**src/rtl/atn_irq_pkg.sv**
```systemverilog
package atn_irq_pkg;

   typedef enum logic [1:0] {
      ACT_NONE  = 2'd0,
      ACT_RAISE = 2'd1,
      ACT_LOWER = 2'd2
   } line_act_e;

   typedef struct packed {
      logic en;
      logic pend;
   } mask_t;

   typedef struct packed {
      logic rsp;
      logic sw;
      logic busy;
   } flags_t;

endpackage

```
**src/rtl/atn_flags.sv**
```systemverilog
module atn_flags
   import atn_irq_pkg::*;
(
   input  logic   clk,
   input  logic   rst_n,
   input  logic   host_req_i,
   input  logic   ack_rsp_i,
   input  logic   ack_sw_i,
   input  logic   rsp_rdy_i,
   input  logic   sw_req_i,
   input  logic   sw_val_i,
   output flags_t flags_o,
   output logic   sw_chg_o
);

   flags_t flg_q;
   flags_t flg_d;

   assign sw_chg_o = sw_req_i && (sw_val_i != flg_q.sw);

   always_comb begin
      flg_d = flg_q;
      if (ack_rsp_i) flg_d.rsp = 1'b0;
      if (ack_sw_i)  flg_d.sw  = 1'b0;
      if (host_req_i) flg_d.busy = 1'b1;
      if (rsp_rdy_i) begin
         flg_d.busy = 1'b0;
         flg_d.rsp  = 1'b1;
      end
      if (sw_chg_o) flg_d.sw = sw_val_i;
   end

   always_ff @(posedge clk or negedge rst_n) begin
      if (!rst_n) flg_q <= '0;
      else        flg_q <= flg_d;
   end

   assign flags_o = flg_q;

   // response ready always leaves busy clear and response attention set
   p_rsp_sets_atn_r5: assert property (@(posedge clk) disable iff (!rst_n)
      rsp_rdy_i |=> (flg_q.rsp && !flg_q.busy));

   // a matching software request leaves the flag alone
   p_sw_match_keeps_r6: assert property (@(posedge clk) disable iff (!rst_n)
      (sw_req_i && (sw_val_i == flg_q.sw) && !ack_sw_i) |=> $stable(flg_q.sw));

endmodule

```
**src/rtl/atn_irq_mask.sv**
```systemverilog
module atn_irq_mask
   import atn_irq_pkg::*;
(
   input  logic      clk,
   input  logic      rst_n,
   input  logic      wr_i,
   input  logic      wr_en_bit_i,
   input  logic      wr_pend_bit_i,
   input  logic      rsp_atn_i,
   input  logic      sw_atn_i,
   input  logic      rsp_rdy_i,
   input  logic      sw_chg_i,
   input  logic      sw_val_i,
   input  logic      sw_irq_i,
   input  logic      cold_i,
   output mask_t     mask_o,
   output line_act_e act_o
);

   mask_t     msk_q;
   mask_t     msk_d;
   line_act_e act_d;
   logic      rsp_eff;

   assign rsp_eff = rsp_atn_i || rsp_rdy_i;

   always_comb begin
      msk_d = msk_q;
      act_d = ACT_NONE;
      // step 1: host mask write
      if (wr_i) begin
         if (wr_en_bit_i && !msk_d.en) begin
            if (rsp_atn_i || sw_atn_i) begin
               msk_d.pend = 1'b1;
               act_d      = ACT_RAISE;
            end
            msk_d.en = 1'b1;
         end else if (!wr_en_bit_i && msk_d.en) begin
            if (msk_d.pend) begin
               msk_d.pend = 1'b0;
               act_d      = ACT_LOWER;
            end
            msk_d.en = 1'b0;
         end
         if (wr_pend_bit_i && msk_d.pend) begin
            msk_d.pend = 1'b0;
            act_d      = ACT_LOWER;
         end
      end
      // step 2: response ready
      if (rsp_rdy_i && !msk_d.pend && msk_d.en) begin
         msk_d.pend = 1'b1;
         act_d      = ACT_RAISE;
      end
      // step 3: software attention change
      if (sw_chg_i) begin
         if (sw_val_i) begin
            if (sw_irq_i && !rsp_eff && msk_d.en) begin
               msk_d.pend = 1'b1;
               act_d      = ACT_RAISE;
            end
         end else if (!rsp_eff && msk_d.pend) begin
            msk_d.pend = 1'b0;
            act_d      = ACT_LOWER;
         end
      end
      // cold reset dominates
      if (cold_i) begin
         msk_d = '0;
         act_d = ACT_LOWER;
      end
   end

   always_ff @(posedge clk or negedge rst_n) begin
      if (!rst_n) msk_q <= '0;
      else        msk_q <= msk_d;
   end

   assign mask_o = msk_q;
   assign act_o  = act_d;

   // cold reset empties the mask
   p_cold_clears_r9: assert property (@(posedge clk) disable iff (!rst_n)
      cold_i |=> (!msk_q.en && !msk_q.pend));

   // turning the enable off leaves nothing pending
   p_disable_drops_r3: assert property (@(posedge clk) disable iff (!rst_n)
      (wr_i && msk_q.en && !wr_en_bit_i) |=> (!msk_q.pend && !msk_q.en));

   // acknowledging pending clears it unless a later step re-raises
   p_w1c_clears_r4: assert property (@(posedge clk) disable iff (!rst_n)
      (wr_i && wr_pend_bit_i && !rsp_rdy_i && !(sw_chg_i && sw_val_i)) |=> !msk_q.pend);

   // an enabled response leaves pending set
   p_rsp_pends_r5: assert property (@(posedge clk) disable iff (!rst_n)
      (rsp_rdy_i && msk_q.en && !wr_i && !cold_i) |=> msk_q.pend);

   // pending can only appear while enabled
   p_pend_needs_en_r2: assert property (@(posedge clk) disable iff (!rst_n)
      msk_q.pend |-> msk_q.en);

endmodule

```
**src/rtl/atn_irq_line.sv**
```systemverilog
module atn_irq_line
   import atn_irq_pkg::*;
#(
   parameter bit ACTIVE_LOW = 1'b0
) (
   input  logic      clk,
   input  logic      rst_n,
   input  line_act_e act_i,
   input  logic      irq_use_i,
   output logic      line_o,
   output logic      pin_o
);

   logic line_q;

   always_ff @(posedge clk or negedge rst_n) begin
      if (!rst_n) begin
         line_q <= 1'b0;
      end else begin
         unique case (act_i)
            ACT_LOWER: line_q <= 1'b0;
            ACT_RAISE: if (irq_use_i) line_q <= 1'b1;
            default:   line_q <= line_q;
         endcase
      end
   end

   generate
      if (ACTIVE_LOW) begin : g_low
         assign pin_o = ~line_q;
      end else begin : g_high
         assign pin_o = line_q;
      end
   endgenerate

   assign line_o = line_q;

   // without an event the line keeps its level
   p_line_hold_r11: assert property (@(posedge clk) disable iff (!rst_n)
      (act_i == ACT_NONE) |=> $stable(line_q));

   // the line only rises after a cycle with the global input high
   p_line_gated_r10: assert property (@(posedge clk) disable iff (!rst_n)
      $rose(line_q) |-> $past(irq_use_i));

endmodule

```
**src/rtl/atn_irq_ctrl.sv**
```systemverilog
module atn_irq_ctrl
   import atn_irq_pkg::*;
#(
   parameter int MASK_W     = 8,
   parameter int EN_BIT     = 0,
   parameter int PEND_BIT   = 1,
   parameter bit ACTIVE_LOW = 1'b0
) (
   input  logic              clk,
   input  logic              rst_n,
   input  logic              mask_wr_i,
   input  logic [MASK_W-1:0] mask_wdata_i,
   output logic [MASK_W-1:0] mask_rd_o,
   input  logic              host_req_i,
   input  logic              ack_rsp_i,
   input  logic              ack_sw_i,
   input  logic              rsp_rdy_i,
   input  logic              sw_req_i,
   input  logic              sw_val_i,
   input  logic              sw_irq_i,
   input  logic              cold_rst_i,
   input  logic              irq_use_i,
   output logic              rsp_atn_o,
   output logic              sw_atn_o,
   output logic              busy_o,
   output logic              irq_o
);

   localparam int TOP_BIT = (EN_BIT > PEND_BIT) ? EN_BIT : PEND_BIT;

   initial begin
      a_bits_differ: assert (EN_BIT != PEND_BIT)
         else $error("enable and pending share a bit");
      a_bits_fit: assert (TOP_BIT < MASK_W && EN_BIT >= 0 && PEND_BIT >= 0)
         else $error("mask bits outside data width");
   end

   flags_t    flags;
   logic      sw_chg;
   mask_t     msk;
   line_act_e act;
   logic      line;
   logic      unused_wdata;

   assign unused_wdata = ^mask_wdata_i;

   atn_flags u_flags (
      .clk        (clk),
      .rst_n      (rst_n),
      .host_req_i (host_req_i),
      .ack_rsp_i  (ack_rsp_i),
      .ack_sw_i   (ack_sw_i),
      .rsp_rdy_i  (rsp_rdy_i),
      .sw_req_i   (sw_req_i),
      .sw_val_i   (sw_val_i),
      .flags_o    (flags),
      .sw_chg_o   (sw_chg)
   );

   atn_irq_mask u_mask (
      .clk           (clk),
      .rst_n         (rst_n),
      .wr_i          (mask_wr_i),
      .wr_en_bit_i   (mask_wdata_i[EN_BIT]),
      .wr_pend_bit_i (mask_wdata_i[PEND_BIT]),
      .rsp_atn_i     (flags.rsp),
      .sw_atn_i      (flags.sw),
      .rsp_rdy_i     (rsp_rdy_i),
      .sw_chg_i      (sw_chg),
      .sw_val_i      (sw_val_i),
      .sw_irq_i      (sw_irq_i),
      .cold_i        (cold_rst_i),
      .mask_o        (msk),
      .act_o         (act)
   );

   atn_irq_line #(.ACTIVE_LOW(ACTIVE_LOW)) u_line (
      .clk       (clk),
      .rst_n     (rst_n),
      .act_i     (act),
      .irq_use_i (irq_use_i),
      .line_o    (line),
      .pin_o     (irq_o)
   );

   generate
      for (genvar b = 0; b < MASK_W; b++) begin : g_rd
         if (b == EN_BIT) begin : g_en
            assign mask_rd_o[b] = msk.en;
         end else if (b == PEND_BIT) begin : g_pend
            assign mask_rd_o[b] = msk.pend;
         end else begin : g_zero
            assign mask_rd_o[b] = 1'b0;
         end
      end
   endgenerate

   assign rsp_atn_o = flags.rsp;
   assign sw_atn_o  = flags.sw;
   assign busy_o    = flags.busy;

   // an active line always has its pending bit behind it
   p_line_needs_pend_r11: assert property (@(posedge clk) disable iff (!rst_n)
      line |-> msk.pend);

   // a matching software request alone does not move pending
   p_sw_match_ignored_r6: assert property (@(posedge clk) disable iff (!rst_n)
      (sw_req_i && (sw_val_i == flags.sw) && !mask_wr_i && !rsp_rdy_i && !cold_rst_i)
      |=> $stable(msk.pend));

   // host acknowledges alone leave pending untouched
   p_ack_keeps_pend_r12: assert property (@(posedge clk) disable iff (!rst_n)
      ((ack_rsp_i || ack_sw_i) && !mask_wr_i && !rsp_rdy_i && !sw_req_i && !cold_rst_i)
      |=> $stable(msk.pend));

endmodule

```
**config.mk**
```make
export PLATFORM = sky130hd
export DESIGN_NAME = atn_irq_ctrl
export DESIGN_NICKNAME = d
export VERILOG_FILES = /design/src/rtl/atn_irq_pkg.sv /design/src/rtl/atn_flags.sv /design/src/rtl/atn_irq_mask.sv /design/src/rtl/atn_irq_line.sv /design/src/rtl/atn_irq_ctrl.sv
export SDC_FILE = /design/constraint.sdc
export NUM_CORES = 1
export LEC_CHECK = 0
export BUFFER_PORTS_ARGS = -buffer_cell sky130_fd_sc_hd__buf_2
export CORE_UTILIZATION = 30
export CTS_CLUSTER_SIZE = 12
export DETAILED_ROUTE_END_ITERATION = 6
export PLACE_DENSITY = 0.74
export SKIP_CTS_REPAIR_TIMING = 1
export SLEW_MARGIN = 20
export SYNTH_ARGS = -nofsm -noshare
export SYNTH_HDL_FRONTEND = slang
export SYNTH_SLANG_ARGS = --single-unit
```
**constraint.sdc**
```tcl
create_clock -name clk -period 4.4 [get_ports clk]
set_input_delay 0.44 -clock clk [delete_from_list [all_inputs] [get_ports clk]]
set_output_delay 0.44 -clock clk [all_outputs]
set_load 0.005 [all_outputs]
```
-- Word level (Yosys, flattened, before mapping)
Index checks and enable logic that the tools add are counted.
- bits in registers: 6
- input port bits: 20
- output and inout bits: 12
- logic and storage cells: 62
- equal/unequal tests: 4
- muxes and demuxes: 32
- reduce and logical (&&, ||, !) cells: 20
- operators by type and width (operator ; count):
    2-to-1 mux 2 bit ; 16
    2-to-1 mux 1 bit ; 15
    logical AND 1 bit ; 9
    nonzero test 2 bit ; 4
    zero test 1 bit ; 4
    equality test 2 x 1 -> 1 bit, second input constant ; 1
    equality test 2 bit, second input constant ; 1
    logical OR 1 bit ; 2
    inequality test 2 bit, second input constant ; 1
    one-hot mux 1 bit (2 select lines) ; 1
    AND reduction 2 bit ; 1
    inequality test 1 bit ; 1

-- Longest topological paths before layout
- depth after elaboration: 20
- depth in mapped cells: 5
- depth with buffers taken out: 5

-- Modules after synthesis
A second synthesis with hierarchy kept.
- cell total of the unflattened synthesis: 54
- area, all modules: 464.2 µm²
- by module, submodules not included (module ; times used ; cells each ; area an instance (µm²) ; sequential area each (µm²)):
    atn_irq_mask ; 1 ; 29 ; 234.0 ; 50.0
    atn_flags ; 1 ; 12 ; 126.4 ; 75.1
    atn_irq_line ; 1 ; 6 ; 55.1 ; 25.0
    atn_irq_ctrl ; 1 ; 7 ; 48.8 ; 0.0

-- Worst setup path after synthesis
Ideal clock, no wire load.
- kind: register to register
- from: reg u_flags.flg_q (netlist bit u_flags.flags_o[2])
- to: reg u_line.line_q (netlist: u_line.line_o)
- setup time: 0.111 ns
- arrival time: 1.419 ns
- data required time: 4.289 ns
- setup slack: 2.869 ns
- cell stages (with the launch flop): 6
- path buffers: 0
- clock period less this slack: 1.531 ns
- cells stage by stage: dfrtp_1 -> or2_4 -> a32oi_2 -> o2bb2ai_2 -> o211a_1 -> a2111oi_2
- word-level cells in the longest chain between the ends: 19
- elaborated cells between the ends (all ways): 32
- classes of those cells: 3 x eq/ne; 17 x mux; 12 x reduce/logical
- ends and longest elaborated chain (element ; RTL line ; source):
    start: declaration ; atn_flags.sv:16 ; flags_t flg_q;
    start signal: assignment ; atn_flags.sv:35 ; else flg_q <= flg_d;
    logical OR 1 bit ; atn_irq_mask.sv:33 ; if (rsp_atn_i || sw_atn_i) begin
    2-to-1 mux 1 bit ; atn_irq_mask.sv:33 ;
    2-to-1 mux 2 bit ; atn_irq_mask.sv:32 ; if (wr_en_bit_i && !msk_d.en) begin
    2-to-1 mux 2 bit ; atn_irq_mask.sv:31 ; if (wr_i) begin
    logical AND 1 bit ; atn_irq_mask.sv:45 ; if (wr_pend_bit_i && msk_d.pend) begin
    2-to-1 mux 1 bit ; atn_irq_mask.sv:45 ;
    2-to-1 mux 2 bit ; atn_irq_mask.sv:31 ;
    zero test 1 bit ; atn_irq_mask.sv:51 ; if (rsp_rdy_i && !msk_d.pend && msk_d.en) begin
    (+3 left out) ; n/a ;
    logical AND 1 bit ; atn_irq_mask.sv:62 ; end else if (!rsp_eff && msk_d.pend) begin
    2-to-1 mux 2 bit ; atn_irq_mask.sv:62 ;
    2-to-1 mux 2 bit ; atn_irq_mask.sv:57 ; if (sw_val_i) begin
    2-to-1 mux 2 bit * ; atn_irq_mask.sv:56 ; if (sw_chg_i) begin
    2-to-1 mux 2 bit * ; atn_irq_mask.sv:68 ; if (cold_i) begin
    equality test 2 x 1 -> 1 bit / equality test 2 bit (equally long branches) ; atn_irq_line.sv:20 ; unique case (act_i)
    inequality test 2 bit (no line) / nonzero test 2 bit (equally long branches) ; n/a ;
    AND reduction 2 bit (no line) ; n/a ;
    end signal: assignment ; atn_irq_line.sv:23 ; default: line_q <= line_q;
    end: declaration ; atn_irq_line.sv:14 ; logic line_q;
Every way passes the cells marked *; elsewhere a longest branch is shown, timed or not. The select of a mux whose other input is x is not followed.
A chain may end at the register's enable or synchronous reset.

-- Worst setup path after layout
Ends and elaborated chain as after synthesis.

==> impl_metrics.py <==
metrics = {
    "worst_setup_path": {
        "cpPeakStageDelay_ns": 0.40,
        "crit_arrival_ns": 1.73,
        "crit_path_end_kind": "flip-flop",
        "critical_path_class": "flip-flop to flip-flop",
        "worst_path_dominant_cell_family": "compound AO/OA/AOI/OAI gates",
        "crit_path_start_kind": "flip-flop",
        "cp_num_buf_inv": 0,
        "worst-path-max-fanout": 4,
        "cp_data_required_time_ns": 4.53,
        "cpMaxStageDelayCell": "dfrtp_1",
        "cp_cell_sequence": "or2_4, a32oi_2, o2bb2ai_2, o211a_1, a2111oi_2",
    },
    "sta": {
        "setup_tns_ns": 0,
        "post-route-period-util_pct": 36.5,
        "slew_headroom_pct": 64.0,
        "rsz0062_at_grt": "false",
        "finalHoldViolations": 0,
        "worst_clock_skew_ns": 0.0000504,
        "min_period_ns": 1.60,
        "tightest_slew_ns": 0.533,
        "fin_ws_ns": 2.80,
        "slew_viol_final": 0,
        "finalSetupViolCount": 0,
        "fmax_mhz": 623,
    },
    "final_layout": {
        "post-route-util_pct": 40.4,
        "diodes": 0,
        "nets": 87,
        "mostFrequentLayoutCells": "19 x buf_2, 6 x conb_1, 6 x dfrtp_1",
        "area_growth_pct": 26.5,
        "fin_area_sq_um": 526,
        "final_common_cell": "buf_2",
        "fill_cells": 140,
        "drive_gt1_share_pct": 43.1,
    },
    "floorplan": {
        "die_area_sq_um": 1540,
        "dieHeight_um": 39.2,
        "die-width_um": 39.2,
        "io_pins": 32,
        "rows": 13,
        "core_sq_um": 1300,
        "initial_core_util_pct": 31.9,
    },
    "cts": {
        "clock_sinks": 6,
        "clk_pin_slew_ns": 0.04,
        "cts-buffers-inserted": 3,
        "htreeDepth": 1,
        "cts_tree": "done",
        "clk_latency_ns": 0.24,
        "cts-root-buf": "clkbuf_4",
        "clock_path_buffers": 2,
    },
    "routing": {
        "routed_wl_um": 763,
        "ant_nets": 0,
        "viasPerCell": 4.56,
        "drc": 0,
        "drt_iter0_drc": 3,
        "drt-pass1-iter-count": 5,
        "vias": 365,
        "wl_per_cell_um": 9.54,
    },
    "power": {
        "p_leak_uw": 0.000266,
        "swShare_pct": 26.6,
        "p_comb_share_pct": 23.4,
        "internal_power_uw": 109,
        "power_density_nw_per_um2": 281,
        "peakVddDrop_v": 0.000115,
        "pwr-share-seq_pct": 43.5,
        "switching_power_uw": 39.4,
        "p_clk_share_pct": 33.1,
    },
    "hold_path": {
        "min_path_type": "input pin to asynchronous set/reset pin",
    },
    "synth": {
        "ys_ff_latch": 6,
        "syn-cell-area_sq_um": 415,
        "syn_inst": 44,
        "syn_area_per_cell_sq_um": 9.44,
        "yosysUniqueCellTypes": 23,
        "yosysWarnings": 0,
        "seq_area_frac_synth_pct": 36.1,
    },
    "global_route": {
        "grt_first_pass_wirelength_mm": 1.32,
        "grt_pass1_vias": 350,
        "track_usage_pct": 13.5,
        "grt_max_degree": 7,
        "grt_overflow_total": 0,
        "antenna_found_initial": 0,
    },
    "place": {
        "dp_slack_ns": 2.75,
        "gp_congestion": 0.709,
        "placed_area_sq_um": 503,
        "place.port_buffers": 19,
    },
    "status": {
        "outcome": "finished, final reports clean",
    },
    "flow_run": {
        "drv_cap": 0,
    },
}
[power groups by stage]
stage	logic, uW	clock network, uW	registers, uW
4_1_cts	34.9	53.9	64.3
3_5_place_dp	34.8	0	65.1
5_1_grt	39.2	54.1	65.1
6_report	34.6	49.0	64.3
3_3_place_gp	34.4	0	64.9
2_1_floorplan	23.3	0	65.1
[per-stage QoR]
stage	cells	hold WS [ns]	total power, uW
finish	80	0.0151	148
global route	80	0.0137	158
CTS	80	0.00229	153
detailed placement	77	0.271	99.9
global placement	77	0.269	99.3
floorplan	49	0.144	88.4
[cell usage after synthesis (all sizes together)]
cell type | count | area, sq um
a222oi | 1 | 10.0
o2bb2ai | 1 | 15.0
inv | 3 | 11.3
nor2b | 2 | 12.5
o21ai | 1 | 5.00
nor2 | 5 | 18.8
buf | 6 | 45.0
nor4b | 1 | 8.76
or2 | 1 | 8.76
a21o | 1 | 8.76
a32oi | 1 | 16.3
conb | 1 | 3.75
a2111oi | 1 | 15.0
a21oi | 1 | 5.00
o21a | 1 | 7.51
nor3 | 2 | 10.0
nand2b | 2 | 12.5
mux2i | 1 | 10.0
nand2 | 3 | 11.3
a211o | 1 | 8.76
o211a | 1 | 10.0
dfrtp | 6 | 150
mux2 | 1 | 11.3
[layer usage]
layer	track usage [%]	wire, um	up-vias
met2	21.7	392	15
met3	4.05	52	0
met1	13.6	318	164
li1	-	-	186
met4	12.9	0	0
met5	0	0	-
[state kept, by name (all words and copies together) (netlist names)]
name             count
u_flags.flags_o      3
u_mask.mask_o        2
u_line.line_o        1
[worst register-to-register path: stages, from the launching register on]
cell       delay (ns)
dfrtp_1          0.40
or2_4            0.28
a32oi_2          0.21
o2bb2ai_2        0.10
o211a_1          0.24
a2111oi_2        0.27
[final cells by class]
cell class	instances	area (sq um)	area share, %
clock buffer	3	22.5	4.29
inverter	3	11.3	2.14
multi-input combinational	34	228	43.3
sequential	6	150	28.6
tap	15	18.8	3.57
timing repair buffer	19	95.1	18.1
[path summary, 6_finish.rpt]
path	to	slack, ns	start	cells past startpoint
min reg2reg	u_flags.flags_o[0]$_DFFE_PN0P_	0.50	u_flags.flags_o[0]$_DFFE_PN0P_	2
max	u_line.line_o$_DFFE_PN0P_	2.80	u_flags.flags_o[2]$_DFFE_PN0P_	5
min in group clk	u_flags.flags_o[1]$_DFFE_PN0P_	0.38	ack_sw_i	2
min	u_flags.flags_o[0]$_DFFE_PN0P_	0.02	rst_n	1
max reg2reg	u_line.line_o$_DFFE_PN0P_	2.80	u_flags.flags_o[2]$_DFFE_PN0P_	5
max in group asynchronous	u_line.line_o$_DFFE_PN0P_	4.24	rst_n	1
[logic make-up after synthesis]
family / count (synthesis) / synth area share [%]
other cells: 1 / 0.903
mux: 2 / 5.12
compound gates: 10 / 24.4
simple gates: 16 / 19.9
buf+inv: 9 / 13.6
flops: 6 / 36.1
No activity file was read; power rests on OpenSTA's default activity.
